## src/rtl/sio_pkg.sv

```systemverilog
package sio_pkg;

    localparam int BYTE_W = 8;

    localparam logic [2:0] OFS_DATA = 3'd0;
    localparam logic [2:0] OFS_DIVH = 3'd1;
    localparam logic [2:0] OFS_LINE = 3'd3;
    localparam logic [2:0] OFS_MDM  = 3'd4;
    localparam logic [2:0] OFS_STAT = 3'd5;

    typedef struct packed {
        logic       dlab;
        logic [1:0] spare;
        logic       even;
        logic       pen;
        logic       stop2;
        logic [1:0] wlen;
    } line_ctl_t;

    typedef struct packed {
        logic [BYTE_W-1:0] data;
        logic              perr;
        logic              ferr;
    } rx_word_t;

    typedef enum logic [2:0] {
        ST_IDLE,
        ST_START,
        ST_DATA,
        ST_PAR,
        ST_STOP
    } bit_state_e;

    function automatic logic [2:0] last_index(input logic [1:0] wlen);
        return {1'b1, wlen};
    endfunction

    function automatic logic [BYTE_W-1:0] word_mask(input logic [1:0] wlen);
        case (wlen)
            2'd0:    return 8'h1F;
            2'd1:    return 8'h3F;
            2'd2:    return 8'h7F;
            default: return 8'hFF;
        endcase
    endfunction

    function automatic logic frame_parity(input logic [BYTE_W-1:0] d,
                                          input logic [1:0] wlen,
                                          input logic even);
        logic ones_odd;
        ones_odd = ^(d & word_mask(wlen));
        return even ? ones_odd : ~ones_odd;
    endfunction

endpackage

```

## src/rtl/sio_baud.sv

```systemverilog
module sio_baud #(
    parameter int DIV_W = 16
) (
    input  logic             clk,
    input  logic             rst,
    input  logic [DIV_W-1:0] divisor,
    output logic             tick
);
    logic [DIV_W-1:0] cnt;
    logic             wrap;

    assign wrap = (divisor <= DIV_W'(1)) || (cnt >= divisor - DIV_W'(1));

    always_ff @(posedge clk) begin
        if (rst) begin
            cnt  <= '0;
            tick <= 1'b0;
        end else if (wrap) begin
            cnt  <= '0;
            tick <= 1'b1;
        end else begin
            cnt  <= cnt + 1'b1;
            tick <= 1'b0;
        end
    end
endmodule

```

## src/rtl/sio_tx.sv

```systemverilog
module sio_tx
    import sio_pkg::*;
#(
    parameter int OVS = 16
) (
    input  logic              clk,
    input  logic              rst,
    input  logic              tick,
    input  logic              load_en,
    input  logic [BYTE_W-1:0] load_byte,
    input  logic [1:0]        wlen,
    input  logic              stop2,
    input  logic              pen,
    input  logic              even,
    output logic              txd,
    output logic              thre,
    output logic              temt
);
    localparam int OW = $clog2(OVS);
    localparam logic [OW:0] LAST_ONE = (OW+1)'(OVS - 1);
    localparam logic [OW:0] LAST_TWO = (OW+1)'(2 * OVS - 1);

    bit_state_e        state;
    logic [BYTE_W-1:0] hold;
    logic [BYTE_W-1:0] shreg;
    logic              hold_full;
    logic [OW:0]       os_cnt;
    logic [2:0]        idx;
    logic [1:0]        l_wlen;
    logic              l_stop2;
    logic              l_pen;
    logic              l_par;
    logic [OW:0]       last_cnt;
    logic              bit_end;

    assign last_cnt = (state == ST_STOP && l_stop2) ? LAST_TWO : LAST_ONE;
    assign bit_end  = tick && (os_cnt == last_cnt);

    always_ff @(posedge clk) begin
        if (rst) begin
            state     <= ST_IDLE;
            hold      <= '0;
            shreg     <= '0;
            hold_full <= 1'b0;
            os_cnt    <= '0;
            idx       <= '0;
            l_wlen    <= '0;
            l_stop2   <= 1'b0;
            l_pen     <= 1'b0;
            l_par     <= 1'b0;
            txd       <= 1'b1;
        end else begin
            if (tick && state != ST_IDLE) begin
                os_cnt <= bit_end ? '0 : os_cnt + 1'b1;
            end
            case (state)
                ST_IDLE: begin
                    if (hold_full) begin
                        shreg     <= hold;
                        hold_full <= 1'b0;
                        l_wlen    <= wlen;
                        l_stop2   <= stop2;
                        l_pen     <= pen;
                        l_par     <= frame_parity(hold, wlen, even);
                        os_cnt    <= '0;
                        idx       <= '0;
                        txd       <= 1'b0;
                        state     <= ST_START;
                    end
                end
                ST_START: begin
                    if (bit_end) begin
                        txd   <= shreg[0];
                        state <= ST_DATA;
                    end
                end
                ST_DATA: begin
                    if (bit_end) begin
                        if (idx == last_index(l_wlen)) begin
                            if (l_pen) begin
                                txd   <= l_par;
                                state <= ST_PAR;
                            end else begin
                                txd   <= 1'b1;
                                state <= ST_STOP;
                            end
                        end else begin
                            idx   <= idx + 1'b1;
                            shreg <= shreg >> 1;
                            txd   <= shreg[1];
                        end
                    end
                end
                ST_PAR: begin
                    if (bit_end) begin
                        txd   <= 1'b1;
                        state <= ST_STOP;
                    end
                end
                ST_STOP: begin
                    if (bit_end) begin
                        state <= ST_IDLE;
                    end
                end
                default: state <= ST_IDLE;
            endcase
            if (load_en) begin
                hold      <= load_byte;
                hold_full <= 1'b1;
            end
        end
    end

    assign thre = !hold_full;
    assign temt = !hold_full && (state == ST_IDLE);
endmodule

```

## src/rtl/sio_rx.sv

```systemverilog
module sio_rx
    import sio_pkg::*;
#(
    parameter int OVS = 16
) (
    input  logic       clk,
    input  logic       rst,
    input  logic       tick,
    input  logic       line_in,
    input  logic [1:0] wlen,
    input  logic       pen,
    input  logic       even,
    output logic       done,
    output rx_word_t   word
);
    localparam int OW = $clog2(OVS);
    localparam logic [OW-1:0] HALF = OW'(OVS / 2 - 1);
    localparam logic [OW-1:0] FULL = OW'(OVS - 1);

    bit_state_e        state;
    logic              s_meta;
    logic              s_line;
    logic [OW-1:0]     os_cnt;
    logic [2:0]        idx;
    logic [BYTE_W-1:0] shreg;
    logic              par_bit;

    always_ff @(posedge clk) begin
        if (rst) begin
            state   <= ST_IDLE;
            s_meta  <= 1'b1;
            s_line  <= 1'b1;
            os_cnt  <= '0;
            idx     <= '0;
            shreg   <= '0;
            par_bit <= 1'b0;
            done    <= 1'b0;
            word    <= '0;
        end else begin
            done   <= 1'b0;
            s_meta <= line_in;
            s_line <= s_meta;
            case (state)
                ST_IDLE: begin
                    if (!s_line) begin
                        os_cnt <= '0;
                        state  <= ST_START;
                    end
                end
                ST_START: begin
                    if (tick) begin
                        if (os_cnt == HALF) begin
                            os_cnt <= '0;
                            if (!s_line) begin
                                idx   <= '0;
                                shreg <= '0;
                                state <= ST_DATA;
                            end else begin
                                state <= ST_IDLE;
                            end
                        end else begin
                            os_cnt <= os_cnt + 1'b1;
                        end
                    end
                end
                ST_DATA: begin
                    if (tick) begin
                        if (os_cnt == FULL) begin
                            os_cnt     <= '0;
                            shreg[idx] <= s_line;
                            if (idx == last_index(wlen)) begin
                                state <= pen ? ST_PAR : ST_STOP;
                            end else begin
                                idx <= idx + 1'b1;
                            end
                        end else begin
                            os_cnt <= os_cnt + 1'b1;
                        end
                    end
                end
                ST_PAR: begin
                    if (tick) begin
                        if (os_cnt == FULL) begin
                            os_cnt  <= '0;
                            par_bit <= s_line;
                            state   <= ST_STOP;
                        end else begin
                            os_cnt <= os_cnt + 1'b1;
                        end
                    end
                end
                ST_STOP: begin
                    if (tick) begin
                        if (os_cnt == FULL) begin
                            os_cnt    <= '0;
                            done      <= 1'b1;
                            word.data <= shreg;
                            word.ferr <= !s_line;
                            word.perr <= pen && (par_bit != frame_parity(shreg, wlen, even));
                            state     <= ST_IDLE;
                        end else begin
                            os_cnt <= os_cnt + 1'b1;
                        end
                    end
                end
                default: state <= ST_IDLE;
            endcase
        end
    end
endmodule

```

## src/rtl/sio_uart.sv

```systemverilog
module sio_uart
    import sio_pkg::*;
#(
    parameter int OVS = 16
) (
    input  logic       clk,
    input  logic       rst,
    input  logic [2:0] bus_addr,
    input  logic       bus_wr,
    input  logic       bus_rd,
    input  logic [7:0] bus_wdata,
    output logic [7:0] bus_rdata,
    input  logic       rxd_in,
    output logic       txd_out,
    output logic       dtr_out,
    output logic       rts_out
);
    localparam int DIV_W = 2 * BYTE_W;

    line_ctl_t         lcr_q;
    logic [BYTE_W-1:0] div_lo;
    logic [BYTE_W-1:0] div_hi;
    logic [4:0]        mcr_q;
    logic [BYTE_W-1:0] rbr_q;
    logic              dr_q;
    logic              pe_q;
    logic              fe_q;

    logic              dlab;
    logic              loop_en;
    logic              tick;
    logic              tx_line;
    logic              rx_line;
    logic              tx_load;
    logic              thre;
    logic              temt;
    logic              rx_valid;
    rx_word_t          rx_word;
    logic [7:0]        lsr_val;
    logic              rd_data_hit;
    logic              rd_stat_hit;

    assign dlab        = lcr_q.dlab;
    assign loop_en     = mcr_q[4];
    assign tx_load     = bus_wr && (bus_addr == OFS_DATA) && !dlab;
    assign rd_data_hit = bus_rd && (bus_addr == OFS_DATA) && !dlab;
    assign rd_stat_hit = bus_rd && (bus_addr == OFS_STAT);
    assign lsr_val     = {1'b0, temt, thre, 1'b0, fe_q, pe_q, 1'b0, dr_q};

    sio_baud #(.DIV_W(DIV_W)) u_baud (
        .clk     (clk),
        .rst     (rst),
        .divisor ({div_hi, div_lo}),
        .tick    (tick)
    );

    sio_tx #(.OVS(OVS)) u_tx (
        .clk       (clk),
        .rst       (rst),
        .tick      (tick),
        .load_en   (tx_load),
        .load_byte (bus_wdata),
        .wlen      (lcr_q.wlen),
        .stop2     (lcr_q.stop2),
        .pen       (lcr_q.pen),
        .even      (lcr_q.even),
        .txd       (tx_line),
        .thre      (thre),
        .temt      (temt)
    );

    assign rx_line = loop_en ? tx_line : rxd_in;
    assign txd_out = loop_en ? 1'b1 : tx_line;

    sio_rx #(.OVS(OVS)) u_rx (
        .clk     (clk),
        .rst     (rst),
        .tick    (tick),
        .line_in (rx_line),
        .wlen    (lcr_q.wlen),
        .pen     (lcr_q.pen),
        .even    (lcr_q.even),
        .done    (rx_valid),
        .word    (rx_word)
    );

    always_ff @(posedge clk) begin
        if (rst) begin
            lcr_q  <= '0;
            div_lo <= '0;
            div_hi <= '0;
            mcr_q  <= '0;
            rbr_q  <= '0;
            dr_q   <= 1'b0;
            pe_q   <= 1'b0;
            fe_q   <= 1'b0;
        end else begin
            if (rd_data_hit) dr_q <= 1'b0;
            if (rd_stat_hit) begin
                pe_q <= 1'b0;
                fe_q <= 1'b0;
            end
            if (rx_valid) begin
                rbr_q <= rx_word.data;
                dr_q  <= 1'b1;
                if (rx_word.perr) pe_q <= 1'b1;
                if (rx_word.ferr) fe_q <= 1'b1;
            end
            if (bus_wr) begin
                case (bus_addr)
                    OFS_DATA: if (dlab) div_lo <= bus_wdata;
                    OFS_DIVH: if (dlab) div_hi <= bus_wdata;
                    OFS_LINE: lcr_q <= line_ctl_t'(bus_wdata);
                    OFS_MDM:  mcr_q <= bus_wdata[4:0];
                    default:  ;
                endcase
            end
        end
    end

    always_comb begin
        case (bus_addr)
            OFS_DATA: bus_rdata = dlab ? div_lo : rbr_q;
            OFS_DIVH: bus_rdata = dlab ? div_hi : 8'h00;
            OFS_LINE: bus_rdata = lcr_q;
            OFS_MDM:  bus_rdata = {3'b000, mcr_q};
            OFS_STAT: bus_rdata = lsr_val;
            default:  bus_rdata = 8'h00;
        endcase
    end

    assign dtr_out = mcr_q[0];
    assign rts_out = mcr_q[1];
endmodule

```

## config.mk

```make
export PLATFORM = sky130hd
export DESIGN_NAME = sio_uart
export DESIGN_NICKNAME = d
export VERILOG_FILES = /design/src/rtl/sio_pkg.sv /design/src/rtl/sio_baud.sv /design/src/rtl/sio_tx.sv /design/src/rtl/sio_rx.sv /design/src/rtl/sio_uart.sv
export SDC_FILE = /design/constraint.sdc
export NUM_CORES = 1
export LEC_CHECK = 0
export ABC_AREA = 1
export BUFFER_PORTS_ARGS = -buffer_cell sky130_fd_sc_hd__buf_2
export CORE_ASPECT_RATIO = 0.9
export CORE_MARGIN = 2
export CORE_UTILIZATION = 32
export CTS_CLUSTER_DIAMETER = 40
export DETAILED_ROUTE_END_ITERATION = 7
export GPL_ROUTABILITY_DRIVEN = 0
export PLACE_DENSITY = 0.58
export SKIP_LAST_GASP = 1
export SLEW_MARGIN = 20
export SYNTH_ARGS = -nofsm -noshare
export SYNTH_HDL_FRONTEND = slang
export SYNTH_HIERARCHICAL = 1
export SYNTH_SLANG_ARGS = --single-unit
```

## constraint.sdc

```tcl
create_clock -name clk -period 3.07 [get_ports clk]
set_input_delay 0.4605 -clock clk [delete_from_list [all_inputs] [get_ports clk]]
set_output_delay 0.4605 -clock clk [all_outputs]
set_load 0.02 [all_outputs]
```

Yosys cells after proc, flatten, opt, wreduce, memory -nomap -nowiden
Index checks and enable logic that the tools add are counted.

word-level totals
  bits in registers = 123
  logic and storage cells = 228

cells by class
  $add $sub $neg = 6
  $lt $le $gt $ge = 4
  equality and inequality tests = 40
  multiplexer cells = 90
  bitwise gates (word level) = 6
  reduce and logical (&&, ||, !) cells = 45

operators with widths
  cell                   number
  $mux 8                 17
  $mux 3                 27
  $pmux 8 s5             1
  $pmux 8 s2             2
  $pmux 3 s5             2
  $mux 5                 5
  $ne 2x1->1 const B     12
  $pmux 8 s3             1
  $mux 1                 23
  $mux 4                 5
  $add 16x1->16 const B  1
  $and 8x8->8            2
  $ge 16x16->1           1
  $le 16x1->1 const B    1
  $ne 2x2->1 const B     8
  $reduce_xor 8->1       2
  $sub 16x1->16 const B  1
  $eq 3x2->1 const B     5
  $eq 3x3->1 const B     4
  $pmux 3 s2             2
  $pmux 4 s3             1
  $reduce_and 3->1       4
  $reduce_and 6->1       2
  $logic_and 1x1->1      11
  32 further kinds       51

Logic depth before layout (Yosys ltp)
  depth in word-level cells = 12
  gate-level depth with buffers = 20
  gate-level depth less buffers = 19

Hierarchy
The synthesis kept the hierarchy.

modules (own cells, without submodules)
  module    times used  cells an instance  area an instance (um2)  sequential area each (um2)
  sio_uart  1           341                2155.8                  800.8
  sio_rx    1           285                1809.2                  640.6
  sio_tx    1           254                1765.4                  680.7
  sio_baud  1           236                1662.8                  340.3

Worst setup path before layout
OpenSTA, ideal clock, no wires.

  path type = reg-to-reg
  from = register div_lo[0]
  to = register u_baud.cnt[0]
  setup time = 0.062 ns
  arrival time = 2.311 ns
  data required time = 3.008 ns
  path slack = 0.697 ns
  stages on the path, launching flop included = 21
  buffers on the path = 1
  clock period less this slack = 2.373 ns
  cell sequence = dfxtp_1 -> inv_1 -> ha_1 -> nand2_1 -> nor2_1 -> nand2_1 -> nor3_1 -> nand2_1 -> o21ai_0 -> inv_1 -> ha_1 -> nand2_1 -> inv_1 -> nand2_1 -> nand2_1 -> nand2_1 -> nand2_1 -> nor2_4 -> nand3_4 -> buf_12 -> nor2_2

between the ends
  cells in the longest elaborated chain, start to end = 4
  elaborated cells between the ends (all ways) = 5
  those cells by class = add/sub: 1; order compare: 2; reduce/logical: 2

ends and longest elaborated chain
  element                             RTL line         source
  start: declaration                  sio_uart.sv:21   logic [BYTE_W-1:0] div_lo;
  start signal: assignment            sio_uart.sv:111  OFS_DATA: if (dlab) div_lo <= bus_wdata;
  $sub 16x1->16                       sio_baud.sv:12   assign wrap = (divisor <= DIV_W'(1)) || (cnt >= divisor - DIV_W'(1));
  $ge 16x16->1                        sio_baud.sv:12
  $logic_or 1x1->1 *                  sio_baud.sv:12
  $reduce_or 2->1 (no source line) *  -
  end signal: assignment              sio_baud.sv:22   cnt <= cnt + 1'b1;
  end: declaration                    sio_baud.sv:9    logic [DIV_W-1:0] cnt;

Mark *: on every way between the ends. The rest lies on a longest branch, timed or not.
A chain may end at the register's enable or synchronous reset.

Final worst setup path
  from = register div_lo[0]
  to = register u_baud.cnt[15]

Same word-level chain as after synthesis.

==> flow_summary.ini <==
[final_layout]
design_area_um2 = 8280
layout_commonest_cell = nand2_1
multi_input_area_um2 = 4120
antenna_cells = 0
register_area_um2 = 2460
fillerInstances = 2413
area_growth_pct = 12.0
nets = 1175
mostFrequentLayoutCells = nand2_1 (294), nor2_1 (182), inv_1 (134)
drive_gt1_share_pct = 12.5

[clock_network]
cts-resized-gates = 0
cts_buffers = 17
cts_buffer_depth = 2
clkLatencyLatePin_ps = 430
tritoncts = built
numClockSinks = 123
htree_levels = 4
cts_root_buffer = clkbuf_16
clk_pin_slew_ps = 60

[timing]
finalMaxSlewViolations = 0
setup_viol_count_final = 0
fmax_ghz = 0.378
tns_ps = 0
rsz0062_at_grt = false
setup_ws_ps = 425
fin_crit_ps = 2640
worstMarginPinSlew_ps = 743
skew_ps = 16.4
finalHoldViolCount = 0
relSlewSlack_pct = 50.4
period_share_pct = 86.1

[global_routing]
grt_max_degree = 25
grt_pass1_wl_um = 29200
track_usage_pct = 15.0
overflow = 0
antenna_found_initial = 0
grt_pass1_vias = 5892

[placement]
port_buffers = 26
dpl.hpwl_um = 13300
pre_cts_slack_ps = 324
placed_cell_area_um2 = 7690

[floorplan]
die_area_um2 = 24300
die_y_um = 148
rows = 52
die_x_um = 164
core_area_um2 = 22600
num_io_pins = 27
floorplan.initialDensity_pct = 32.7

[synth]
yosysSeqAreaShare_pct = 33.3
syn_nets = 1155
ys_ff_latch = 123
synth_warnings = 6
synth_cells = 1116
synth_edf_count = 0
syn-mean-instance-area_um2 = 6.62
netlist_area_um2 = 7390
synthArstFlopShare_pct = 0
ys.flop_type = dfxtp_1
synth.distinct_cells = 43

[worst_hold_path]
holdPathStages = 4
min_path_type = input port to flop

[job]
drv_cap = 0

[worst_setup_path]
start_kind = flop
end_kind = flop
crit_fanout = 16
critical_path_class = flop to flop
cp_data_required_time_ps = 3380
reg2regPathDepth = 18
arrival_ps = 2960

[power_and_ir_drop]
p_leak_nw = 3.79
ir_worst_vdd_mv = 0.384
power_density_nw_per_um2 = 618

[routing]
vias = 6642
wirelength_um = 18000
viasPerCell = 4.60
drc_errors = 0
ant_nets = 0
drtPass1Iterations = 5
wire_per_inst_um = 12.5
drt-initial-drc-count = 548

[outcome]
status = finished clean
## area by class of cell
class                   instances  area share [%]
clock inverters                12            1.42
inverters                     153            7.04
repair buffers                 31            2.18
flip-flops and latches        123            29.7
clock buffers                  19            5.47
multi-input cells             810            49.7
well taps                     297            4.49
## flip-flops by register name, indices dropped and copies added (netlist names), 7 cells and up
signal      count
u_baud/cnt     16
u_rx/word      10
div_hi          8
div_lo          8
rbr_q           8
u_rx/shreg      8
u_tx/hold       8
u_tx/shreg      8
lcr_q           7
## power breakdown
part	total, mW	switching, mW	leakage [nW]	internal (mW)
registers	1.87	0.144	0.996	1.72
logic	1.33	0.920	2.53	0.407
clock network	1.93	0.770	0.268	1.16
## worst paths after layout
kind | startpoint | to | slack (ps)
setup / recovery | div_lo[0] | u_baud/cnt[15] | 430
hold / removal | rxd_in | u_rx/s_meta | 300
setup reg to reg | div_lo[0] | u_baud/cnt[15] | 430
hold reg to reg | u_rx/s_meta | u_rx/s_line | 420
## critical path: stages (launching register included)
cell     delay [ps]
dfxtp_1         330
inv_1           110
ha_1            210
nand2_1          60
nor2_1          150
nand2_1         150
nor3_1          230
nand2_1          90
o21ai_0          90
inv_1            70
ha_1            270
nand2_1          40
inv_1            60
nand3_1          60
nor3_1          170
nand2_2         110
nand3_4          90
buf_12          180
nor2_1           60
## per-layer routing
layer  global-route usage, %  wire (um)  vias to the layer above
met5                       0          0                        -
met4                    3.82         98                        0
met3                    3.68        825                       12
met2                    23.3       8100                      101
met1                    20.9       9000                     2981
li1                        -          -                     3548
## repair_timing
action                     4_1_cts  5_1_grt
setup endpoints to repair        0       16
hold buffers                     0        0
hold endpoints to repair         0        0
buffers inserted                 0        1
## cell usage after synthesis, types with 2 or more instances
cell type / count / area share, %
xor2_1: 25 / 3.0
a21oi_1: 51 / 3.5
nand3_1: 53 / 3.6
o21ai_2: 6 / 0.71
o21ai_0: 54 / 3.7
or2_2: 4 / 0.34
nor2_2: 6 / 0.51
nand3_4: 2 / 0.47
nand4_1: 20 / 1.7
nor3_2: 2 / 0.27
nand3_2: 7 / 0.95
nor2_4: 18 / 2.7
nor3_4: 3 / 0.66
inv_1: 134 / 6.8
inv_2: 15 / 0.76
nand2_2: 10 / 0.85
nor2_1: 182 / 9.2
a31oi_1: 2 / 0.17
ha_1: 23 / 3.9
o21ai_1: 8 / 0.54
nand2_1: 294 / 15
buf_2: 7 / 0.47
o211ai_1: 9 / 0.91
clkbuf_1: 7 / 0.36
buf_6: 7 / 1.1
buf_4: 6 / 0.61
nand2_4: 3 / 0.46
buf_12: 2 / 0.54
xnor2_1: 9 / 1.1
nor3_1: 11 / 0.74
nand3b_1: 2 / 0.20
dfxtp_1: 123 / 33
## per-stage QoR
stage                     hold WS, ps  std cells  utilization, %  total power, mW
after floorplan                   389       1116               -             2.99
after global placement            407       1413            34.1             3.20
after detailed placement          400       1413            34.1             3.21
after CTS                         292       1444            36.6             5.16
after global routing              314       1445            36.7             5.45
final                             304       1445            36.7             5.12
## kinds of logic after synthesis
kind of cell | synth area share, %
flip-flops | 33.3
AO/OA/AOI/OAI | 9.76
adder cells (fa/ha/maj) | 3.89
AND/OR/NAND/NOR | 38.0
XOR/XNOR | 4.03
buffers and inverters | 11.0
(Power assumes the default switching activity.)
